==> config.mk <==
export PLATFORM = sky130hd
export DESIGN_NAME = pg_ovp_sup
export DESIGN_NICKNAME = d
export VERILOG_FILES = /design/src/rtl/pgs_pkg.sv /design/src/rtl/pgs_ovp_mon.sv /design/src/rtl/pgs_ready_fsm.sv /design/src/rtl/pg_ovp_sup.sv
export SDC_FILE = /design/constraint.sdc
export NUM_CORES = 1
export LEC_CHECK = 0
export ABC_AREA = 1
export BUFFER_PORTS_ARGS = -buffer_cell sky130_fd_sc_hd__buf_2
export CORE_MARGIN = 2
export CORE_UTILIZATION = 45
export DETAILED_ROUTE_END_ITERATION = 16
export PLACE_DENSITY = 0.8
export SLEW_MARGIN = 5
export SYNTH_ARGS = -nofsm -noshare
export SYNTH_HDL_FRONTEND = slang
export SYNTH_HIERARCHICAL = 1
export SYNTH_SLANG_ARGS = --single-unit
==> constraint.sdc <==
create_clock -name clk -period 6.1 [get_ports clk]
set_input_delay 1.83 -clock clk [delete_from_list [all_inputs] [get_ports clk]]
set_output_delay 1.83 -clock clk [all_outputs]
set_load 0.01 [all_outputs]
==> src/rtl/pgs_pkg.sv <==
package pgs_pkg;
  typedef enum logic [2:0] {
    ST_OFF    = 3'd0,
    ST_RAMP   = 3'd1,
    ST_ON     = 3'd2,
    ST_VIDOFF = 3'd3,
    ST_FAULT  = 3'd4
  } rail_state_t;
endpackage

==> src/rtl/pgs_ovp_mon.sv <==
module pgs_ovp_mon #(
  parameter int CODE_W    = 10,
  parameter int FIXED_LIM = 460,
  parameter int TRACK_OFS = 36
) (
  input  logic              clk,
  input  logic              rst,
  input  logic              por,
  input  logic              en_rise,
  input  logic              track,
  input  logic [CODE_W-1:0] dac_code,
  input  logic [CODE_W-1:0] vout_code,
  output logic              ovp_fault
);
  localparam int EXT_W = CODE_W + 1;
  localparam logic [EXT_W-1:0] FIX_V = EXT_W'(FIXED_LIM);
  localparam logic [EXT_W-1:0] OFS_V = EXT_W'(TRACK_OFS);

  logic [EXT_W-1:0] limit;
  logic             over;

  always_comb begin
    limit = track ? ({1'b0, dac_code} + OFS_V) : FIX_V;
    over  = ({1'b0, vout_code} > limit);
  end

  always_ff @(posedge clk) begin
    if (rst) ovp_fault <= 1'b0;
    else     ovp_fault <= ~por & ((ovp_fault & ~en_rise) | over);
  end
endmodule

==> src/rtl/pgs_ready_fsm.sv <==
module pgs_ready_fsm
  import pgs_pkg::*;
(
  input  logic clk,
  input  logic rst,
  input  logic enabled,
  input  logic ss_done,
  input  logic fault,
  input  logic vid_off,
  input  logic keep_on_off,
  output logic rdy,
  output logic shut,
  output logic track
);
  rail_state_t st, nx;

  always_comb begin
    nx = st;
    if (!enabled) begin
      nx = ST_OFF;
    end else begin
      unique case (st)
        ST_OFF:    nx = fault ? ST_FAULT : ST_RAMP;
        ST_RAMP:   if (fault) nx = ST_FAULT; else if (ss_done) nx = ST_ON;
        ST_ON:     if (fault) nx = ST_FAULT;
                   else if (vid_off && !keep_on_off) nx = ST_VIDOFF;
        ST_VIDOFF: if (fault) nx = ST_FAULT;
                   else if (!vid_off && ss_done) nx = ST_ON;
        ST_FAULT:  nx = ST_FAULT;
        default:   nx = ST_OFF;
      endcase
    end
  end

  always_ff @(posedge clk) begin
    if (rst) begin
      st    <= ST_OFF;
      rdy   <= 1'b0;
      shut  <= 1'b0;
      track <= 1'b0;
    end else begin
      st    <= nx;
      rdy   <= (nx == ST_ON);
      shut  <= (nx == ST_FAULT);
      track <= enabled & (track | (nx == ST_ON));
    end
  end
endmodule

==> src/rtl/pg_ovp_sup.sv <==
module pg_ovp_sup #(
  parameter int CODE_W    = 10,
  parameter int VID_W     = 8,
  parameter int CFG_W     = 8,
  parameter int FIXED_LIM = 460,
  parameter int TRACK_OFS = 36,
  parameter int CFG_KEEP  = 1
) (
  input  logic              clk,
  input  logic              rst,
  input  logic              en_a,
  input  logic              en_b,
  input  logic              por,
  input  logic              ss_done,
  input  logic              ocp_fault,
  input  logic [CODE_W-1:0] dac_code,
  input  logic [CODE_W-1:0] vout_code,
  input  logic [VID_W-1:0]  vid_code,
  input  logic [CFG_W-1:0]  cfg_reg,
  output logic              rdy_pull_low,
  output logic              ovp_fault,
  output logic              shutdown_req
);
  localparam logic [CFG_W-1:0] KEEP_V = CFG_W'(CFG_KEEP);

  logic enabled, en_q, en_rise;
  logic rdy, track, fault;

  assign enabled = en_a & en_b & ~por;
  assign en_rise = enabled & ~en_q;

  always_ff @(posedge clk) begin
    if (rst) en_q <= 1'b0;
    else     en_q <= enabled;
  end

  pgs_ovp_mon #(
    .CODE_W(CODE_W), .FIXED_LIM(FIXED_LIM), .TRACK_OFS(TRACK_OFS)
  ) u_ovp (
    .clk(clk), .rst(rst), .por(por), .en_rise(en_rise), .track(track),
    .dac_code(dac_code), .vout_code(vout_code), .ovp_fault(ovp_fault)
  );

  assign fault = ocp_fault | (ovp_fault & ~en_rise);

  pgs_ready_fsm u_fsm (
    .clk(clk), .rst(rst), .enabled(enabled), .ss_done(ss_done),
    .fault(fault), .vid_off(vid_code == '0),
    .keep_on_off(cfg_reg == KEEP_V),
    .rdy(rdy), .shut(shutdown_req), .track(track)
  );

  assign rdy_pull_low = ~rdy;
endmodule

* Word level (Yosys, flattened, before mapping)
Index checks and enable logic that the tools add are counted.
** Word-level totals
- Memory bits (read-only) :: 0
- Memories kept :: 0
- Latch bits :: 0
- Bits in registers :: 8
- Word-level logic and storage cells :: 44
- Input port bits :: 43
- Bits in writable memories :: 0
** Operators by class
- Multiply operators :: 0
- Shift operators :: 0
- Bitwise operators :: 13
- Reductions and logical operators :: 6
- Multiplexer cells :: 10
- Magnitude comparators :: 1
- Equal/unequal tests :: 7
- Div/mod/pow operators :: 0
- Add/subtract/negate cells :: 1
** Operators by type and width (number)
- 3-bit 2-to-1 mux :: 8
- 3-bit one-hot mux with 5 select lines :: 1
- 10-bit by 6-bit adder with 11-bit output, second input constant :: 1
- 10-bit by 11-bit greater-than comparator with 1-bit output :: 1
- 11-bit 2-to-1 mux :: 1
- 3-bit by 2-bit equality test with 1-bit output, second input constant :: 3
- 8-bit by 1-bit equality test with 1-bit output, second input constant :: 1
- 8-bit zero test :: 1
- 1-bit bitwise AND :: 6
- 3-bit equality test, second input constant :: 2
- 1-bit NOT :: 4
- 3-bit by 1-bit equality test with 1-bit output, second input constant :: 1
- 3-bit zero test :: 1
- 1-bit bitwise OR :: 3
- 1-bit logical AND :: 2
- 1-bit zero test :: 2

* Depth between registers and ports, before layout
Gate-level depths: netlist (run 1).
- Depth after elaboration :: 12
- Depth in mapped cells :: 15

* Hierarchy
The synthesis (run 1) kept the hierarchy.
** Modules (own cells, without submodules)
- pgs_ovp_mon :: area each 483.0 um^2, cells an instance 83, seq. area each 20.0 um^2, times used 1
- pgs_ready_fsm :: area each 264.0 um^2, cells an instance 33, seq. area each 120.1 um^2, times used 1
- pg_ovp_sup :: area each 113.9 um^2, cells an instance 24, seq. area each 20.0 um^2, times used 1

* Worst setup path after synthesis (run 1)
No wires, ideal clock.
- Path type :: input to register
- Start point :: input dac_code[2]
- End point :: register u_ovp.ovp_fault
- Cell stages on the path :: 15
- Buffers on the path :: 0
- Library setup time :: 114 ps
- Arrival :: 3134 ps
- Setup slack :: 2852 ps
- Data required time :: 5986 ps
- Path through :: ha_1 -> nand2_1 -> nand2_1 -> inv_2 -> o21ai_0 -> a21oi_1 -> ha_1 -> nand2_1 -> inv_1 -> a21oi_2 -> nand2_1 -> nand2_1 -> nand2_1 -> nand2_1 -> a21oi_2
** Between the ends
- Word-level cells in the longest chain between the ends :: 5
** RTL lines
- start, declared :: line pg_ovp_sup.sv:16 : input logic [CODE_W-1:0] dac_code,
- 10-bit by 6-bit adder with 11-bit output :: line pgs_ovp_mon.sv:23 : limit = track ? ({1'b0, dac_code} + OFS_V) : FIX_V;
- 11-bit 2-to-1 mux :: line pgs_ovp_mon.sv:23
- 10-bit by 11-bit greater-than comparator with 1-bit output :: line pgs_ovp_mon.sv:24 : over = ({1'b0, vout_code} > limit);
- 1-bit bitwise OR :: line pgs_ovp_mon.sv:29 : else ovp_fault <= ~por & ((ovp_fault & ~en_rise) | over);
- 1-bit bitwise AND :: line pgs_ovp_mon.sv:29
- end signal, assigned :: line pgs_ovp_mon.sv:29
- end, declared :: line pgs_ovp_mon.sv:13 : output logic ovp_fault
Every way passes these cells.
A chain may end at the register's enable or synchronous reset.

* Final worst setup path (run 1)
Ends and elaborated chain as after synthesis.

==> impl.org, run 1 <==
** Drt
- Post-route ant nets :: 0
- Final wirelength :: 2.097 mm
- In the routed design, unresolved DRC markers number 0.
- Routed len/inst :: 9.892 um
- Initial DRT Pass Iterations :: 4
- Using the TritonRoute via totals, the vias-per-cell ratio works out to 4.750.
- For this block, the initial DRC count from the detailed router was 39.
- Across all layers, the routed design uses 1,007 vias.

** Floorplanning
- From left edge to right edge, the die measures 47.74 um.
- Initial cell density of the core :: 48.79%
- 46 I/O pins were placed.
- The initialized floorplan defines 15 standard-cell rows.
- Floorplan die area :: 2279 um^2
- From bottom edge to top edge, the die measures 47.74 um.
- The region available for standard cell placement spans 1764 um^2.

** Worst hold path
- In this run the worst hold path is classified as register to register.
- Startpoint of the most critical hold path :: u_ovp/ovp_fault$_SDFF_PP0_

** Synth
- For this run, asynchronously set or reset flops after synthesis account for 0%.
- Dominant cell by count in the synthesized netlist :: sky130_fd_sc_hd__nand2_1
- In the post-synthesis netlist, the biggest area contributors are sky130_fd_sc_hd__dfxtp_1, sky130_fd_sc_hd__nand2_1, sky130_fd_sc_hd__ha_1, sky130_fd_sc_hd__inv_1, sky130_fd_sc_hd__nor2_1.
- For this run, the register share of the synthesized area comes to 18.60%.
- Counting every net in the synthesized netlist gives 194.
- Flops & latches, synth :: 8
- Yosys mapped a number of flops with a built-in enable equal to 0.
- Post-synthesis instance total :: 140
- Number of warning messages in the yosys log :: 6
- Post-synth top area cell :: sky130_fd_sc_hd__dfxtp_1
- Average cell area after synthesis :: 6.149 um^2
- The most used flip-flop cell after synthesis is sky130_fd_sc_hd__dfxtp_1.
- Post-synth top area share :: 18.60%
- Most frequent cells after synthesis :: sky130_fd_sc_hd__nand2_1, sky130_fd_sc_hd__inv_1, sky130_fd_sc_hd__nor2_1, sky130_fd_sc_hd__ha_1, sky130_fd_sc_hd__dfxtp_1
- Yosys mapped the design onto 23 distinct sky130hd cell types.
- The synthesized netlist occupies a cell area of 860.8 um^2.

** Worst setup path
- Cell with the largest stage delay on the worst path :: sky130_fd_sc_hd__ha_1
- Along the worst path, the maximum fanout reaches 4.
- Crit Reg-Reg Startpoint :: u_fsm/track$_SDFF_PP0_
- Most repeated library cell on the critical path :: sky130_fd_sc_hd__nand2_1
- The critical path goes through buf_2 > ha_1 > nand2_1 > nand2_1 > inv_2 > o21ai_0 > a21oi_1 > ha_1 > nand2_1 > inv_1 > a21oi_2 > nand2_1 > nand2_1 > nand2_1 > nand2_1 > a21oi_2.
- The worst setup path is captured at a register.
- Required arrival time at the worst endpoint :: 6.24 ns
- Tracing the worst setup path back leads to its startpoint at dac_code[2].
- Data on the critical path arrives at its endpoint at 3.49 ns.
- Path type of the worst setup path :: input port to register
- Longest individual stage delay on the worst path :: 0.26 ns
- The worst setup path is launched from an input port.

** Clocking
- Post-CTS Repair Setup Buffers :: 0
- CTS built an H-tree with a depth of 1.
- TritonCTS built the clock tree.
- CTS saw 8 sinks.
- Max Buffers Root-to-Sink :: 2
- Buffers inserted to repair hold after CTS numbered 0.
- The tree is rooted in a sky130_fd_sc_hd__clkbuf_4.
- Clk pin slew, worst setup/hold paths :: 0.05 ns
- Resized Gates After CTS :: 0
- Clock latency on the worst-skew pair, taken at its later pin, is 0.25 ns.
- TritonCTS created 3 clock buffers.

** Global routing
- The number of global-route vias before repair came to 843.
- Maximum number of pins on one net before global-route repair :: 11
- Initial antenna violation count :: 0
- The first global-routing pass estimated 3.139 mm of wire.
- GR Overflow Total :: 0
- Across every metal layer, demand over resource in global routing totals 19.36%.

** Timing
- Counting I/O delays and the setup requirement, the final critical path takes 3.349 ns.
- Measured against its own limit, the worst slew margin works out to 76.95%.
- Final period util :: 54.91%
- The number of failing hold endpoints at the final stage is 0.
- Worst hold slack :: 0.4954 ns
- Number of max-slew violations in the final report :: 0
- On the final layout, the worst clock skew is 0.002453 ns.
- RSZ-0062 raised after global routing :: false
- Endpoints failing setup :: 0
- Accumulated negative setup slack :: 0 ns
- For this run, the top clock speed supported by timing is 298.6 MHz.
- Worst Max-Slew Pin Slew :: 0.3452 ns

** Placement
- DP Wirelength :: 1.777 mm
- The congestion estimate from routability-driven global placement came to 0.8479.
- The count of buffers added on input and output ports is 45.

** Cells and area
- Fill cell count :: 182
- 0 antenna diodes ended up in the layout.
- Compared with the post-synthesis result, the final layout area differs by 31.54%.
- Share of layout cells above drive strength 1 :: 33.69%
- Net total in the final layout :: 243

** Job
- The tool flagged a number of max-cap violations equal to 0.

** Power and ir drop
- Leakage component of the power :: 0.0006272 uW
- VDD sags by at most 0.00009140 V.
- Dividing total power by cell area gives a power density of 115.2 nW/um^2.

** Run status
- Status :: completed
registers in the layout (all words and copies together) (netlist names):
signal	count
u_fsm/st	3
en_q	1
u_fsm/rdy	1
u_fsm/shut	1
u_fsm/track	1
u_ovp/ovp_fault	1
critical path, delay by kind of cell:
kind | cells | cell delay (ns)
fa+ha+maj | 2 | 0.48
compound gates | 4 | 0.43
buf+inv | 3 | 0.26
simple gates | 7 | 0.50
cells in the final DEF (no fill, tap or decap), types with 2 or more instances in the layout:
| master | synthesis | routed |
|---|---|---|
| sky130_fd_sc_hd__dfxtp_1 | 8 | 8 |
| sky130_fd_sc_hd__clkbuf_4 | 0 | 3 |
| sky130_fd_sc_hd__nor2_1 | 16 | 16 |
| sky130_fd_sc_hd__nand2_1 | 38 | 38 |
| sky130_fd_sc_hd__o21ai_0 | 2 | 2 |
| sky130_fd_sc_hd__o21ai_1 | 3 | 3 |
| sky130_fd_sc_hd__inv_2 | 3 | 3 |
| sky130_fd_sc_hd__inv_1 | 24 | 24 |
| sky130_fd_sc_hd__a211oi_1 | 2 | 2 |
| sky130_fd_sc_hd__nor3_1 | 3 | 3 |
| sky130_fd_sc_hd__buf_2 | 0 | 45 |
| sky130_fd_sc_hd__nand3_2 | 2 | 2 |
| sky130_fd_sc_hd__a21oi_2 | 3 | 3 |
| sky130_fd_sc_hd__nor2_2 | 3 | 3 |
| sky130_fd_sc_hd__nand4_1 | 2 | 2 |
| sky130_fd_sc_hd__ha_1 | 11 | 11 |
| sky130_fd_sc_hd__a21oi_1 | 6 | 6 |
| sky130_fd_sc_hd__nor2_4 | 2 | 2 |
| sky130_fd_sc_hd__nand3_1 | 6 | 6 |
cell type report:
cell class / count / area (um^2) / area share (%)
Inverter: 27 / 101.3 / 8.950
Clock buffer: 3 / 22.52 / 1.989
Sequential cell: 8 / 160.2 / 14.14
Timing Repair Buffer: 45 / 225.2 / 19.89
Tap cell: 25 / 31.28 / 2.762
Multi-Input combinational cell: 104 / 591.8 / 52.27
logic make-up (layout without fill, tap and decap cells):
group           after synthesis  in the layout  synth area share [%]
fa+ha+maj                    11             11                 15.99
flops                         8              8                 18.60
buf+inv                      28             75                 12.65
simple gates                 75             75                 39.68
compound gates               18             18                 13.08
layer usage:
metal | global-route usage (%) | vias to the layer above | wire [um]
li1 | - | 537 | -
met4 | 7.027 | 0 | 36
met2 | 36.53 | 26 | 1127
met3 | 3.396 | 4 | 51
met5 | 0 | - | 0
met1 | 21.27 | 440 | 881
per-stage QoR:
stage / worst slack (ns) / total power, uW / cell area (um^2) / cells / util (%)
after floorplan: 2.852 / 72.65 / 860.8 / 140 / -
after global placement: 2.644 / 89.90 / 1110 / 209 / 62.91
after detailed placement: 2.520 / 91.81 / 1110 / 209 / 62.91
after CTS: 2.781 / 132.1 / 1132 / 212 / 64.18
after global routing: 2.548 / 140.1 / 1132 / 212 / 64.18
final: 2.751 / 130.4 / 1132 / 212 / 64.18
final timing paths:
path,to,slack [ns],depth (start not counted)
setup / recovery,u_ovp/ovp_fault$_SDFF_PP0_,2.75,16
hold / removal,u_ovp/ovp_fault$_SDFF_PP0_,0.50,2
setup reg to reg,u_ovp/ovp_fault$_SDFF_PP0_,4.30,11
hold reg to reg,u_ovp/ovp_fault$_SDFF_PP0_,0.50,2
power by group:
part           switching, uW  internal, uW
Sequential             0.630          53.2
Combinational           19.2          18.0
Clock                   17.0          22.4
Power figures use the tool's default switching activity.
==> run 2: changes to the inputs <==
--- a/config.mk
+++ b/config.mk
@@ -5,12 +5,12 @@
 export SDC_FILE = /design/constraint.sdc
 export NUM_CORES = 1
 export LEC_CHECK = 0
-export ABC_AREA = 1
+export ABC_AREA = 0
 export BUFFER_PORTS_ARGS = -buffer_cell sky130_fd_sc_hd__buf_2
 export CORE_MARGIN = 2
-export CORE_UTILIZATION = 45
+export CORE_UTILIZATION = 38
 export DETAILED_ROUTE_END_ITERATION = 16
-export PLACE_DENSITY = 0.8
+export PLACE_DENSITY = 0.74
 export SLEW_MARGIN = 5
 export SYNTH_ARGS = -nofsm -noshare
 export SYNTH_HDL_FRONTEND = slang
==> constraint.sdc (replaced) <==
create_clock -name clk -period 2.7 [get_ports clk]
set_input_delay 0.81 -clock clk [delete_from_list [all_inputs] [get_ports clk]]
set_output_delay 0.81 -clock clk [all_outputs]
set_load 0.01 [all_outputs]
==> run 2 against run 1 <==
Compared with the run above: via count is 14% lower; non-clock buffer count increased by 3; core utilization decreased by 8.8 points; synthesized cell count is 33% lower; clock power up 120%; combinational power up 120%; routed wire length decreased by 11%; sequential power is 130% higher; area after synthesis decreased by 9.9%; largest cell class unchanged.
==> impl.org, run 2 <==
** Power and ir drop
- Leakage component of the power :: 0.0005553 uW (-11%)
- The worst IR drop on VDD is 0.0002638 V (+190%).
- The power per cell area was 268.7 nW/um^2 (+130%).

** Synth
- The number of nets in the synthesized netlist came to 148 (-24%).
- Number of flops mapped to enable cells by yosys :: 0 (unchanged)
- The post-synthesis sequential element count came to 8 (unchanged).
- Post-synthesis instance total :: 94 (-33%)
- Top flip-flop cell by instance count after synthesis :: sky130_fd_sc_hd__dfxtp_1
- Most frequent cells after synthesis :: sky130_fd_sc_hd__ha_1, sky130_fd_sc_hd__nor2_1, sky130_fd_sc_hd__dfxtp_1, sky130_fd_sc_hd__nand2_1, sky130_fd_sc_hd__inv_1
- Number of warning messages in the yosys log :: 6 (unchanged)
- The cell area after technology mapping came to 775.7 um^2 (-9.9%).
- The distinct cell type count after synthesis is 36 (+57%).
- The average cell area after synthesis is 8.253 um^2 (+34%).
- The fraction of synthesis flops using an asynchronous set or reset pin came to 0% (unchanged).
- Dominant cell by count in the synthesized netlist :: sky130_fd_sc_hd__ha_1
- Post-synth top area cell :: sky130_fd_sc_hd__dfxtp_1
- Biggest area contributors in the synthesized netlist :: sky130_fd_sc_hd__dfxtp_1, sky130_fd_sc_hd__ha_1, sky130_fd_sc_hd__nor2_1, sky130_fd_sc_hd__xor2_1, sky130_fd_sc_hd__and2_1
- The part of the Yosys area used for sequential elements is 20.65% (+2.0 points).
- The top-area cell type share of the netlist area is 20.65% (+2.0 points).

** Global routing
- Total Routing Usage GR :: 17.25% (-2.1 points)
- The total congestion overflow was 0 (unchanged).
- The number of global-route vias before repair was 902 (+7.0%).
- The global-route wire length before repair came to 3.305 mm (+5.3%).
- The number of antenna violations at the first check in global routing came to 0 (unchanged).
- The largest net degree at the start of global routing is 13 (+2).

** Clocking
- The post-CTS clock slew at the launch and capture registers of the worst setup and hold paths was 0.05 ns (about the same).
- CTS H-Tree Depth :: 1 (unchanged)
- The total CTS buffers came to 3 (unchanged).
- CTS placed an instance of sky130_fd_sc_hd__clkbuf_4 at the clock tree root.
- TritonCTS built the clock tree.
- Post-CTS Repair Setup Buffers :: 0 (unchanged)
- The clock latency on the worst-skew pair was 0.25 ns (about the same).
- Hold buffer count at cts :: 0 (unchanged)
- The CTS sink count was 8 (unchanged).
- The number of instances resized during post-cts repair is 0 (unchanged).
- Max Buffers Root-to-Sink :: 2 (unchanged)

** Timing
- The final number of setup-violating endpoints is 0 (unchanged).
- The tightest slew margin relative to the limit was 77.59% (+0.64 points).
- The final setup TNS came to 0 ns (unchanged).
- The worst path uses 94.74% of the clock period.
- Minimum clock period after layout :: 2.558 ns
- The number of failing hold endpoints at the final stage came to 0 (unchanged).
- The final number of max-transition violations is 0 (unchanged).
- Setup repair after global routing left no endpoint under its margin.
- The clock skew was 0.0001411 ns (-0.002312 ns).
- The slew at the pin with the worst max-slew slack is 0.3357 ns (-0.009573 ns).
- Fmax :: 391.0 MHz

** Worst setup path
- Reg-to-Reg End :: u_ovp/ovp_fault$_SDFF_PP0_
- The logic depth of the worst register-to-register path was 6 (-5).
- The required arrival time at the worst endpoint was 2.83 ns (-3.41 ns).
- In this run the critical register-to-register path is launched from u_fsm/track$_SDFF_PP0_.
- Cell with the largest stage delay on the worst path :: sky130_fd_sc_hd__or3_1
- The worst reg-to-reg setup slack came to 0.90 ns (-3.40 ns).
- The critical path's largest stage delay was 0.30 ns (+0.04 ns).
- The worst setup path is captured at a register.
- The critical path in this run is classified as input port to register.
- The critical path arrival came to 2.69 ns (-0.80 ns).
- Maximum fanout encountered on the critical timing path :: 4 (unchanged)
- Worst Setup Start Kind :: input port
- Traced cell by cell, the critical path runs through buf_2 > ha_1 > a21oi_2 > or3_1 > and3_1 > ha_1 > a21o_1 > a211o_1 > a211oi_2 > o31ai_1.
- Most repeated library cell on the critical path :: sky130_fd_sc_hd__ha_1

** Floorplanning
- The floorplan die area is 2419 um^2 (+6.1%).
- Initial cell density of the core :: 39.95% (-8.8 points)
- The core outline area was 1942 um^2 (+10%).
- Top-level port count :: 46 (unchanged)
- Die height :: 49.18 um (+3.0%)
- Overall die width :: 49.18 um (+3.0%)
- Cell Rows :: 16 (+1)

** Drt
- The number of vias per cell after detailed routing was 5.094 (+7.2%).
- The iteration-0 DRC count of the detailed router is 9 (-77%).
- The remaining antenna violation count came to 0 (unchanged).
- Final wirelength :: 1.861 mm (-11%)
- Vias :: 871 (-14%)
- The length of the first detailed-routing pass in iterations was 4 (unchanged).
- Routed len/inst :: 10.88 um (+10%)
- The remaining routing DRC violations came to 0 (unchanged).

** Worst hold path
- The worst hold path terminates at u_fsm/st[0]$_SDFF_PP0_.
- Startpoint of the most critical hold path :: u_fsm/st[2]$_SDFF_PP0_
- Hold/Removal Path Class :: register to register
- The cell depth of the worst hold path was 1 (-1).

** Placement
- The placed cell area was 1054 um^2 (-5.1%).
- The placed wire-length estimate is 1.656 mm (-6.8%).
- The final RePlAce weighted congestion came to 0.8328 (-1.8%).
- The count of buffers from port buffering is 45 (unchanged).

** Cells and area
- Leaving out fill and tap cells, the most frequent cells in the layout are sky130_fd_sc_hd__buf_2, sky130_fd_sc_hd__ha_1, sky130_fd_sc_hd__nor2_1, sky130_fd_sc_hd__dfxtp_1, sky130_fd_sc_hd__nand2_1.
- Share of layout cells above drive strength 1 :: 39.58% (+5.9 points)
- Flip-flop count of the largest register after layout :: 3 (unchanged)
- The number of antenna repair diodes came to 0 (unchanged).
- The library cell used most frequently in the layout, excluding fill and tap cells, is sky130_fd_sc_hd__buf_2.
- From synthesis to final layout, the design area changed by 38.71%.
- The net count of the finished layout came to 200 (-18%).
- Final instance area :: 1076 um^2 (-5.0%)
- Ranked by flip-flop count, first place goes to u_fsm/st.

** Run status
- The run finished with clean final reports.

** Job
- The max capacitance violation total came to 0 (unchanged).
run 2: routing by layer:
| layer | vias up | part of all wire, % | global-route usage (%) |
|---|---|---|---|
| met5 | - | 0 | 0 |
| met4 | 0 | 0.54 | 7.143 |
| met3 | 2 | 6.8 | 3.067 |
| met2 | 34 | 51 | 33.33 |
| met1 | 389 | 41 | 17.86 |
| li1 | 446 | - | - |
run 2: logic make-up after synthesis:
group / count (synthesis) / synth area share (%)
DFF: 8 / 20.64
buffers and inverters: 7 / 3.386
AOI/OAI and AO/OA: 20 / 18.87
xor gates and xnor gates: 4 / 4.516
and+or+nand+nor: 43 / 33.55
adders and majority gates: 11 / 17.74
muxes: 1 / 1.290
run 2: final cells by class:
class	instances	area [um^2]
Tap cell	27	33.78
Sequential cell	8	160.2
Multi-Input combinational cell	79	589.3
Timing Repair Buffer	48	247.7
Fill cell	193	865.8
Inverter	6	22.52
Clock buffer	3	22.52
run 2: worst max path at each step:
stage	from	end	depth (start not counted)
after floorplan	dac_code[2]	u_ovp/ovp_fault$_SDFF_PP0_	9
after CTS	dac_code[2]	u_ovp/ovp_fault$_SDFF_PP0_	10
final	dac_code[2]	u_ovp/ovp_fault$_SDFF_PP0_	10
after global routing	dac_code[2]	u_ovp/ovp_fault$_SDFF_PP0_	10
after detailed placement	dac_code[2]	u_ovp/ovp_fault$_SDFF_PP0_	10
after global placement	dac_code[2]	u_ovp/ovp_fault$_SDFF_PP0_	10
run 2: power breakdown:
group          total, uW  switching [uW]  leakage (uW)  internal, uW
Clock               86.2            35.7     0.0000138          50.5
Sequential           122            1.52     0.0000648           120
Combinational       80.9            36.0      0.000477          44.9
run 2: per-stage QoR:
stage / cells / utilization (%) / hold WS [ns] / power [uW] / setup slack (ns)
after CTS: 171 / 55.41 / 0.4829 / 296.0 / 0.1546
after global placement: 168 / 54.25 / 0.4681 / 202.0 / -0.02141
after global routing: 171 / 55.41 / 0.4972 / 314.9 / 0.03613
final: 171 / 55.41 / 0.4826 / 289.1 / 0.1421
after detailed placement: 168 / 54.25 / 0.4824 / 205.8 / -0.1042
after floorplan: 94 / - / 0.4609 / 158.8 / 0.1176
run 2: worst max-delay path: cells and delay by family:
family | cells | cell delay (ns)
buffers and inverters | 1 | 0.09
adders and majority gates | 2 | 0.49
AOI/OAI and AO/OA | 5 | 0.82
and+or+nand+nor | 2 | 0.47
==> run 3: changes to the inputs <==
--- a/config.mk
+++ b/config.mk
@@ -7,10 +7,10 @@
 export LEC_CHECK = 0
 export ABC_AREA = 0
 export BUFFER_PORTS_ARGS = -buffer_cell sky130_fd_sc_hd__buf_2
-export CORE_MARGIN = 2
-export CORE_UTILIZATION = 38
+export CORE_MARGIN = 10
+export CORE_UTILIZATION = 42
 export DETAILED_ROUTE_END_ITERATION = 16
-export PLACE_DENSITY = 0.74
+export PLACE_DENSITY = 0.78
 export SLEW_MARGIN = 5
 export SYNTH_ARGS = -nofsm -noshare
 export SYNTH_HDL_FRONTEND = slang
==> constraint.sdc (replaced) <==
create_clock -name clk -period 2.4 [get_ports clk]
set_input_delay 0.72 -clock clk [delete_from_list [all_inputs] [get_ports clk]]
set_output_delay 0.72 -clock clk [all_outputs]
set_load 0.01 [all_outputs]
==> run 3 against run 2 <==
Compared with the run above: final cell count rose by 1.2%; highest routed layer unchanged; total power increased by 15%; largest power group unchanged; clock skew rose by 0.0063 ns; via count down 1.5%; clock power increased by 13%; flip-flop and latch count unchanged; register-to-register slack got worse by 0.25 ns; design area is 4.9% higher.
==> impl.org, run 3 (synthesis results as in run 2) <==
** Global routing
- The global-route wire length before repair came to 3.808 mm (+15%).
- The total congestion overflow is 0 (unchanged).
- Total Routing Usage GR :: 11.11% (-6.1 points)
- Number of global-route vias before repair :: 977 (+8.3%)
- Initial antenna violation count :: 0 (unchanged)
- The largest net degree at the start of global routing came to 13 (unchanged).

** Clocking
- Max Buffers Root-to-Sink :: 2 (unchanged)
- The total CTS buffers is 3 (unchanged).
- CTS H-Tree Depth :: 1 (unchanged)
- The number of hold buffers added after cts is 0 (unchanged).
- The clock latency on the worst-skew pair was 0.25 ns (about the same).
- Clock root buffer master :: sky130_fd_sc_hd__clkbuf_4
- Clk pin slew, worst setup/hold paths :: 0.05 ns (about the same)
- TritonCTS clock tree :: built
- The CTS sink count is 8 (unchanged).

** Cells and area
- Final instance area :: 1129 um^2 (+4.9%)
- In the layout the commonest cells are sky130_fd_sc_hd__buf_2, sky130_fd_sc_hd__nor2_1, sky130_fd_sc_hd__ha_1, sky130_fd_sc_hd__dfxtp_1.
- Share of layout cells above drive strength 1 :: 42.57% (+3.0 points)
- Fill cell count :: 168 (-13%)
- Antenna cell count :: 0 (unchanged)
- The area growth from synthesis to layout is 45.48%.
- The net count of the finished layout is 204 (+2.0%).
- The core utilization of the finished layout is 64.66% (+9.2 points).
- The number of flip-flops in the largest register is 3 (unchanged).
- Most common cell after layout, fill and taps aside :: sky130_fd_sc_hd__buf_2
- Ranked by flip-flop count, first place goes to u_fsm/st.

** Worst setup path
- Longest individual stage delay on the worst path :: 0.26 ns (-0.04 ns)
- The worst setup path is captured at a register.
- Required arrival time at the worst endpoint :: 2.53 ns (-0.30 ns)
- Maximum fanout encountered on the critical timing path :: 3 (-1)
- The slowest stage of the critical path belongs to the cell sky130_fd_sc_hd__a211o_1.
- Ordered list of cells on the worst path :: buf_2 > buf_4 > and3_1 > o21ai_1 > xor2_1 > and2_1 > ha_1 > a21o_1 > a211o_1 > a211oi_2 > o31ai_1
- The critical path arrival came to 2.46 ns (-0.23 ns).
- The worst setup path is of the input port to register kind.
- Worst Setup Start Kind :: input port

** Power and ir drop
- The power per cell area is 295.6 nW/um^2 (+10%).
- Leakage component of the power :: 0.0005735 uW (+3.3%)
- The worst IR drop on VDD was 0.0003415 V (+29%).

** Floorplanning
- Cell Rows :: 15 (-1)
- Top-level port count :: 46 (unchanged)
- The die span in x was 62.98 um (+28%).
- Initial cell density of the core :: 44.44% (+4.5 points)
- The die outline height was 62.98 um (+28%).
- The floorplan die area is 3966 um^2 (+64%).
- The core outline area is 1745 um^2 (-10%).

** Drt
- The remaining routing DRC violations was 0 (unchanged).
- The number of vias per cell after detailed routing came to 4.960 (-2.6%).
- The via total after detailed routing came to 858 (-1.5%).
- Final wirelength :: 2.253 mm (+21%)
- Post-route ant nets :: 0 (unchanged)
- The iteration-0 DRC count of the detailed router was 26 (+17).
- The wire length per cell after detailed routing came to 13.02 um (+20%).
- The length of the first detailed-routing pass in iterations was 4 (unchanged).

** Timing
- The tightest slew margin relative to the limit came to 77.44% (-0.15 points).
- For this run, the top clock speed supported by timing is 428.8 MHz.
- Endpoints failing setup :: 0 (unchanged)
- Final hold vios :: 0 (unchanged)
- RSZ-0062 raised after global routing :: false
- The final number of max-transition violations is 0 (unchanged).
- Worst Clk Skew :: 0.006486 ns (+0.006345 ns)
- Final period util :: 97.17%
- For the finished layout, the period the worst path requires is 2.332 ns.
- The slew at the pin with the worst max-slew slack is 0.3379 ns (+0.002271 ns).

** Placement
- Port buffer count :: 45 (unchanged)
- The placed cell area is 1094 um^2 (+3.8%).
- The final RePlAce weighted congestion was 0.7607 (-8.7%).

** Job
- Max cap viols :: 0 (unchanged)

** Worst hold path
- Hold/Removal Path Class :: register to register

** Run status
- The run finished with clean final reports.
==> run 3: cell count changes in the layout (fill, tap and decap cells not counted) <==
cell	delta
sky130_fd_sc_hd__buf_4	+4
sky130_fd_sc_hd__ha_1	-2
sky130_fd_sc_hd__ha_4	+2
==> run 3: final timing paths <==
| path | depth (start not counted) | slack (ns) | from | endpoint |
|---|---|---|---|---|
| worst max-delay path | 11 | 0.07 | dac_code[2] | u_ovp/ovp_fault$_SDFF_PP0_ |
| worst min-delay path | 1 | 0.48 | u_fsm/st[2]$_SDFF_PP0_ | u_fsm/st[0]$_SDFF_PP0_ |
| worst max register to register | 6 | 0.65 | u_fsm/track$_SDFF_PP0_ | u_ovp/ovp_fault$_SDFF_PP0_ |
| worst min register to register | 1 | 0.48 | u_fsm/st[2]$_SDFF_PP0_ | u_fsm/st[0]$_SDFF_PP0_ |
==> run 3: metal layers <==
layer  global-route usage, %  vias to the layer above  part of all wire [%]
met3                   3.584                        2                   5.6
met5                       0                        -                     0
met2                   21.32                       25                    55
li1                        -                      453                     -
met1                   10.93                      378                    40
met4                   3.073                        0                  0.27
==> run 3: worst max-delay path: cells and delay by family <==
family	cells	cell delay [ns]
xor gates and xnor gates	1	0.09
buffers and inverters	2	0.27
AOI/OAI and AO/OA	5	0.82
adders and majority gates	1	0.20
and+or+nand+nor	2	0.34
==> run 3: power by group <==
part           internal, uW  switching, uW  total, uW  leakage, uW
registers               136           1.71        137    0.0000648
clock network          56.9           40.4       97.2    0.0000138
logic                  56.2           43.0       99.2     0.000495
total                   249           85.1        334     0.000574
==> run 3: cell type report <==
type | count | area, um^2 | share of cell area [%]
multi-input cells | 79 | 614.3 | 54.43
flip-flops and latches | 8 | 160.2 | 14.19
well taps | 25 | 31.28 | 2.772
repair buffers | 52 | 277.8 | 24.61
inverters | 6 | 22.52 | 1.996
clock buffers | 3 | 22.52 | 1.996
==> run 3: metrics by stage <==
step	hold WS (ns)	TNS [ns]	total power (uW)	worst slack, ns	instances
5_1_grt	0.4989	0	355.5	0.02072	173
2_1_floorplan	0.4609	0	179.6	0.003095	94
4_1_cts	0.4809	0	339.5	0.01358	173
3_3_place_gp	0.4719	-0.1602	233.6	-0.1602	170
6_report	0.4768	0	333.7	0.06802	173
3_5_place_dp	0.4890	-0.2533	237.7	-0.2533	170
==> run 3: what timing repair did <==
item | CTS | global route
setup endpoints to repair | 0 | 1
gates resized for setup | 0 | 1
buffers inserted | 0 | 0
